File: src/rtl/vls_pkg.sv
package vls_pkg;
  typedef enum logic {
    CH_IDLE = 1'b0,
    CH_WAIT = 1'b1
  } vls_ch_state_e;
endpackage

File: src/rtl/vls_channel.sv
module vls_channel
  import vls_pkg::*;
#(
  parameter int unsigned CW  = 4,
  parameter int unsigned LAT = 2
) (
  input  logic clk_i,
  input  logic rst_ni,
  input  logic issue_i,
  input  logic done_i,
  input  logic stall_i,
  output logic busy_o,
  output logic late_o
);
  localparam logic [CW-1:0] LOAD_VAL = CW'(LAT);
  localparam logic [CW-1:0] DUE_VAL  = CW'(1);

  vls_ch_state_e state_q, state_d;
  logic [CW-1:0] cnt_q, cnt_d;
  logic          due, accept;

  assign busy_o = (state_q == CH_WAIT);
  assign due    = busy_o && (cnt_q == DUE_VAL);
  // late: due slot reached and no completion in this cycle
  assign late_o = due && !done_i;
  assign accept = issue_i && !stall_i && (!busy_o || done_i);

  always_comb begin
    state_d = state_q;
    cnt_d   = cnt_q;
    if (accept) begin
      state_d = CH_WAIT;
      cnt_d   = LOAD_VAL;
    end else if (busy_o && done_i) begin
      state_d = CH_IDLE;
      cnt_d   = '0;
    end else if (busy_o && !stall_i && !due) begin
      cnt_d = cnt_q - 1'b1;
    end
  end

  always_ff @(posedge clk_i or negedge rst_ni) begin
    if (!rst_ni) begin
      state_q <= CH_IDLE;
      cnt_q   <= '0;
    end else begin
      state_q <= state_d;
      cnt_q   <= cnt_d;
    end
  end

  AST_CNT_RANGE: assert property (@(posedge clk_i) disable iff (!rst_ni)
    busy_o |-> (cnt_q >= DUE_VAL && cnt_q <= LOAD_VAL));
  AST_FREEZE: assert property (@(posedge clk_i) disable iff (!rst_ni)
    (busy_o && stall_i && !done_i) |=> (busy_o && $stable(cnt_q)));
  AST_IDLE_IN_STALL: assert property (@(posedge clk_i) disable iff (!rst_ni)
    (!busy_o && stall_i) |=> !busy_o);
  AST_DONE_RETIRES: assert property (@(posedge clk_i) disable iff (!rst_ni)
    (busy_o && done_i && !issue_i) |=> !busy_o);
endmodule

File: src/rtl/vls_late_merge.sv
module vls_late_merge #(
  parameter int unsigned NCH = 3
) (
  input  logic [NCH-1:0] late_i,
  output logic           any_o
);
  assign any_o = |late_i;
endmodule

File: src/rtl/vls_stall_ctrl.sv
module vls_stall_ctrl #(
  parameter int unsigned NCH     = 3,
  parameter int unsigned CW      = 4,
  parameter logic [NCH*CW-1:0] LAT_VEC = 12'h532
) (
  input  logic           clk_i,
  input  logic           rst_ni,
  input  logic [NCH-1:0] issue_i,
  input  logic [NCH-1:0] done_i,
  output logic           stall_o,
  output logic           run_o
);
  logic [NCH-1:0] busy, late;
  logic           stall;

  for (genvar g = 0; g < NCH; g++) begin : g_ch
    localparam int unsigned CH_LAT = int'(LAT_VEC[g*CW +: CW]);
    vls_channel #(.CW(CW), .LAT(CH_LAT)) ch_i (
      .clk_i  (clk_i),
      .rst_ni (rst_ni),
      .issue_i(issue_i[g]),
      .done_i (done_i[g]),
      .stall_i(stall),
      .busy_o (busy[g]),
      .late_o (late[g])
    );
  end

  vls_late_merge #(.NCH(NCH)) merge_i (
    .late_i(late),
    .any_o (stall)
  );

  assign stall_o = stall;
  assign run_o   = !stall;

  AST_STALL_HAS_OWNER: assert property (@(posedge clk_i) disable iff (!rst_ni)
    stall_o |-> (busy != '0));
  AST_RUN_INVERSE: assert property (@(posedge clk_i) disable iff (!rst_ni)
    run_o != stall_o);
endmodule

File: config.mk
export PLATFORM = sky130hd
export DESIGN_NAME = vls_stall_ctrl
export DESIGN_NICKNAME = d
export VERILOG_FILES = /design/src/rtl/vls_pkg.sv /design/src/rtl/vls_channel.sv /design/src/rtl/vls_late_merge.sv /design/src/rtl/vls_stall_ctrl.sv
export SDC_FILE = /design/constraint.sdc
export NUM_CORES = 1
export LEC_CHECK = 0
export ABC_AREA = 1
export BUFFER_PORTS_ARGS = -buffer_cell sky130_fd_sc_hd__buf_2
export CAP_MARGIN = 5
export CELL_PAD_IN_SITES_DETAIL_PLACEMENT = 1
export CELL_PAD_IN_SITES_GLOBAL_PLACEMENT = 1
export CORE_ASPECT_RATIO = 0.5
export CORE_MARGIN = 8
export CORE_UTILIZATION = 33
export CTS_CLUSTER_DIAMETER = 120
export DETAILED_ROUTE_END_ITERATION = 8
export MAX_ROUTING_LAYER = met4
export PLACE_DENSITY_LB_ADDON = 0.1
export SYNTH_ARGS = -nofsm -noshare
export SYNTH_HDL_FRONTEND = slang
export SYNTH_SLANG_ARGS = --single-unit
File: constraint.sdc
create_clock -name clk_i -period 2 [get_ports clk_i]
set_clock_uncertainty 0.1 [all_clocks]
set_input_delay 0.1 -clock clk_i [delete_from_list [all_inputs] [get_ports clk_i]]
set_output_delay 0.1 -clock clk_i [all_outputs]
set_load 0.005 [all_outputs]
# == After elaboration in Yosys (flattened, before gate mapping) ==
# Index checks and enable logic that the tools add are counted.
# op_classes
n_reduce_logical,41
n_eq_ne,3
n_addsub,3
n_mux,15
# op_table
op,count
4-bit two-way mux,9
1-bit logical AND,21
4-bit by 1-bit equality test with 1-bit output (second input constant),3
4-bit by 1-bit subtractor with 4-bit output (second input constant),3
1-bit zero test,10
3-bit nonzero test,3
1-bit two-way mux,6
2-bit nonzero test,3
1-bit logical OR,3
3-bit OR reduction,1
# totals
input_bits,8
elab_cells,68
output_inout_bits,2
regBits,15

# == Logic depth before layout (Yosys ltp) ==
# depth
ltp_word,10
mapped_depth,11
depth_no_buf,11

# == Modules after synthesis ==
# A second synthesis with hierarchy kept.
# unflattened
hier_cells,152
hier_area_um2,1098.6
# by_module_without_submodules
module,area_each_um2,cells_each,n_inst,seq_area_each_um2
vls_channel (g_ch[0].ch_i),374.1,48,1,125.1
vls_channel (g_ch[2].ch_i),359.1,50,1,125.1
vls_channel (g_ch[1].ch_i),350.3,50,1,125.1
vls_late_merge,11.3,3,1,0.0
vls_stall_ctrl,3.8,1,1,0.0

# == Worst setup path before layout ==
# OpenSTA, ideal clock, no wires.
# synth_path
kind,flip-flop to flip-flop
startpoint,register g_ch[1].ch_i.cnt_q[0]
endpoint,register g_ch[1].ch_i.cnt_q[2]
arrival_time_ns,1.278
path_buffers,0
setup_time_ns,0.118
synth_period_minus_slack_ns,1.496
required_ns,1.782
stages_incl_launch_ff,10
path_slack_ns,0.504
cell_sequence,dfrtp_1 > ha_1 > nand2_1 > inv_1 > nand3_2 > nand3_4 > nor2_4 > nand2_4 > nand3_1 > nand2_1
# synth_via
elab_chain_len,8
word_cells_on_any_way,15
cone_classes,add/sub (1); eq/ne (1); mux (3); reduce/logical (10)
# synth_lines
item,line,rtl
start: declaration,vls_channel.sv:19,"logic [CW-1:0] cnt_q, cnt_d;"
start signal: assignment,vls_channel.sv:48,cnt_q <= cnt_d;
4-bit by 1-bit equality test with 1-bit output (*),vls_channel.sv:23,assign due = busy_o && (cnt_q == DUE_VAL);
1-bit logical AND (*),vls_channel.sv:23,
1-bit logical AND (*),vls_channel.sv:25,assign late_o = due && !done_i;
3-bit OR reduction (*),vls_late_merge.sv:7,assign any_o = |late_i;
via stall_o,vls_stall_ctrl.sv:10,"output logic stall_o,"
1-bit zero test (*),"vls_channel.sv:26, vls_channel.sv:37",
"1-bit logical AND, on equally long branches (2 in a row)","vls_channel.sv:37, vls_channel.sv:26",
3-bit nonzero test (no source line) or 4-bit two-way mux (tied branches),-,
# The timed path passes the listed nets; every way through them passes the cells marked *. The select of a mux whose other input is x is not followed.
# A chain may end at the register's enable or synchronous reset.

# == Final worst setup path ==
# layout_path
startpoint,register g_ch[1].ch_i.cnt_q[1]
endpoint,output run_o
# layout_via
elab_chain_len,5
# layout_lines
item,line,rtl
4-bit by 1-bit equality test with 1-bit output,vls_channel.sv:23,
1-bit logical AND,vls_channel.sv:23,
1-bit logical AND,vls_channel.sv:25,
3-bit OR reduction,vls_late_merge.sv:7,
1-bit zero test,vls_stall_ctrl.sv:35,assign run_o = !stall;
end: declaration,vls_stall_ctrl.sv:11,output logic run_o
# No other way between the ends.

==> impl_metrics.py <==
metrics = {
    "critical_path": {
        "ff2ff_setup_slack_ps": 340,
        "r2r-end": "g_ch[2].ch_i.cnt_q[0]",
        "reg2reg_depth": 11,
        "path_max_fanout": 9,
        "slowest_delay_ps": 400,
        "crit_family": "flip-flops",
        "crit-reg2reg-launch": "g_ch[1].ch_i.cnt_q[1]",
        "crit_top_cell": "inv_1",
        "critical_path_buf_inv_count": 4,
        "endpoint_kind": "primary output",
        "crit_slowest_cell": "dfrtp_1",
        "crit_chain": "inv_1 -> ha_1 -> nand2_1 -> inv_1 -> nand3_2 -> nand3_4 -> inv_2 -> buf_2",
        "cp_data_arrival_time_ps": 1560,
        "worstPathRequired_ps": 1800,
        "crit_type": "reg2out",
        "startpoint_type": "flip-flop",
    },
    "power_and_ir_drop": {
        "p_per_area_nw_per_um2": 1560,
        "leakage_nw": 0.717,
        "peakVddDrop_v": 0.000459,
        "total_power_mw": 1.97,
    },
    "drt": {
        "routed_via_density": 4.62,
        "drt_wl_total_um": 2350,
        "drtAntennaViolNets": 0,
        "drt_iter0_drc": 15,
        "num_vias": 937,
        "firstDrtPassIters": 2,
        "drc_errors": 0,
        "wire_per_inst_um": 11.6,
    },
    "synth": {
        "synth.top_cells.by_area": "dfrtp_1 (34%), nand2_1 (18%), inv_1 (7.1%), ha_1 (6.8%), nor2_4 (6.1%)",
        "synth_top_area_share": 0.339,
        "syn_nets": 163,
        "synth.distinct_cells": 19,
        "async_reset_ff_frac": 1.00,
        "synth_edf_count": 0,
        "ys_ff_latch": 15,
        "ys_seq_area_frac": 0.339,
        "ys.flop_type": "dfrtp_1",
        "synth_commonest_cells": "nand2_1 (52), inv_1 (21), dfrtp_1 (15), nand3_1 (12)",
        "yosysTopAreaCell": "dfrtp_1",
        "synth_cells": 149,
        "syn_area_per_cell_um2": 7.42,
        "synthesis.area_um2": 1110,
        "synth_most_common_cell": "nand2_1",
        "yosysWarnings": 0,
    },
    "sta": {
        "layout_setup_ws_ps": 243,
        "slew_violations": 0,
        "relSlewSlack": 0.755,
        "setup-violations-final": 0,
        "max_freq_ghz": 0.569,
        "grt_setup_unrepaired": "no",
        "post-route-period-util": 0.878,
        "finalCriticalPeriod_ps": 1760,
        "worst_pin_slew_ps": 368,
        "fin_setup_tns_ps": 0,
        "hold_violations": 0,
    },
    "layout": {
        "final_layout_size_suffix_gt1_frac": 0.215,
        "nFillCells": 400,
        "final_core_util": 0.406,
        "fin_nets": 178,
        "area_growth_pct": 13.7,
        "antennaDiodeCount": 0,
    },
    "floorplanning": {
        "num_io_pins": 10,
        "rows": 14,
        "die_h_um": 56.9,
        "core-area_um2": 3100,
        "initial_core_util": 0.357,
        "die-width_um": 97.9,
        "dieArea_um2": 5570,
    },
    "clocking": {
        "insertion_delay_ps": 250,
        "ctsHtreeMaxLevel": 1,
        "clk_pin_slew_ps": 60,
        "cts_buffers": 3,
        "clock_sinks": 15,
        "clockBufferDepth": 2,
        "root_buffer": "clkbuf_8",
        "cts_tree": "built",
    },
    "grt": {
        "grt_pass1_wl_um": 4490,
        "globalRouteTotalUtil": 0.101,
        "first_global_vias": 1023,
        "antenna_found_initial": 0,
        "overflow": 0,
        "grt_max_degree": 16,
    },
    "hold_path": {
        "whs_path_depth": 3,
        "holdPathEnd": "g_ch[0].ch_i.busy_o",
        "hold_path_class": "in2reg",
        "min_from": "issue_i[0]",
    },
    "placed_design": {
        "pre_cts_ws_ps": 315,
        "hpwlAfterDp_um": 2000,
        "numPortBuffers": 9,
        "gp_congestion": 0.736,
    },
    "flow_run": {
        "maxCapViolations": 0,
    },
    "run_status": {
        "status": "finished clean",
    },
}
routing by layer:
layer | part of all wire | vias up | GRT usage | wire, um
li1 | - | 485 | - | -
met1 | 0.49 | 438 | 0.114 | 1150
met2 | 0.48 | 9 | 0.170 | 1120
met3 | 0.020 | 5 | 0.0254 | 48
met4 | 0.015 | 0 | 0.0395 | 36
met5 | 0 | - | - | 0
area by class of cell:
type,instances,area [um^2],area share
multi-input cells,111,644,0.512
flip-flops and latches,15,375,0.299
inverters,23,86.3,0.0687
repair buffers,10,55.1,0.0438
well taps,40,50.0,0.0398
clock buffers,3,41.3,0.0328
clock inverters,1,5.00,0.00398
worst max-delay path by stage:
stage,depth (start not counted),startpoint,slack (ps),to
after CTS,8,g_ch[1].ch_i.cnt_q[1],220,run_o
after global placement,11,g_ch[1].ch_i.cnt_q[1],350,g_ch[1].ch_i.cnt_q[1]
after floorplan,9,g_ch[1].ch_i.cnt_q[0],500,g_ch[1].ch_i.cnt_q[2]
after global routing,8,g_ch[1].ch_i.cnt_q[1],120,run_o
final,8,g_ch[1].ch_i.cnt_q[1],240,run_o
after detailed placement,11,g_ch[1].ch_i.cnt_q[1],310,g_ch[2].ch_i.cnt_q[0]
worst register-to-register path, cell delays in order (launching register included):
cell and delay (ps):
dfrtp_1 400, inv_1 100, ha_1 170, nand2_1 70, inv_1 70, nand3_2 100
nand3_4 200, nor2_4 70, nor2_4 120, nand2_2 60, nand2_1 60, nand2_1 50
through the flow:
stage	hold WS [ps]	instances	cell area, um^2
after floorplan	-296	149	1110
after global placement	-57.4	198	1200
after detailed placement	-61.9	198	1200
after CTS	50.4	203	1260
after global routing	72.1	203	1260
final	53.2	203	1260
registers in the layout, summed over array words and instances, names as in the netlist:
name	flops
g_ch.ch_i.busy_o	3
g_ch.ch_i.cnt_q	12
placed cells by master, fill, tap and decap left out:
cell type and count:
a21oi_2 1, buf_2 9, clkbuf_8 3, clkinv_2 1
dfrtp_1 15, dlygate4sd3_1 1, ha_1 6, inv_1 21
inv_2 2, nand2_1 52, nand2_2 2, nand2_4 3
nand3_1 12, nand3_2 2, nand3_4 2, nor2_1 7
nor2_2 2, nor2_4 6, nor3_1 3, o21ai_0 7
or2_2 2, xnor2_1 2, xor2_1 2
cells by family after synthesis:
logic type / after synthesis / synth area share
flip-flops: 15 / 0.339
adder cells (fa/ha/maj): 6 / 0.0679
XOR/XNOR: 4 / 0.0317
AND/OR/NAND/NOR: 93 / 0.443
buffers and inverters: 23 / 0.0781
AO/OA/AOI/OAI: 8 / 0.0396
power breakdown:
part           internal, mW  switching [mW]  total (mW)
clock network         0.138           0.111       0.249
logic                 0.439           0.683        1.12
registers             0.447           0.146       0.593
total                  1.02           0.941        1.97
repair_timing:
action                    CTS  global route
resized for setup           0             0
hold endpoints to repair   15             0
buffers inserted            0             0
hold buffers                1             0
(Power assumes the default switching activity.)
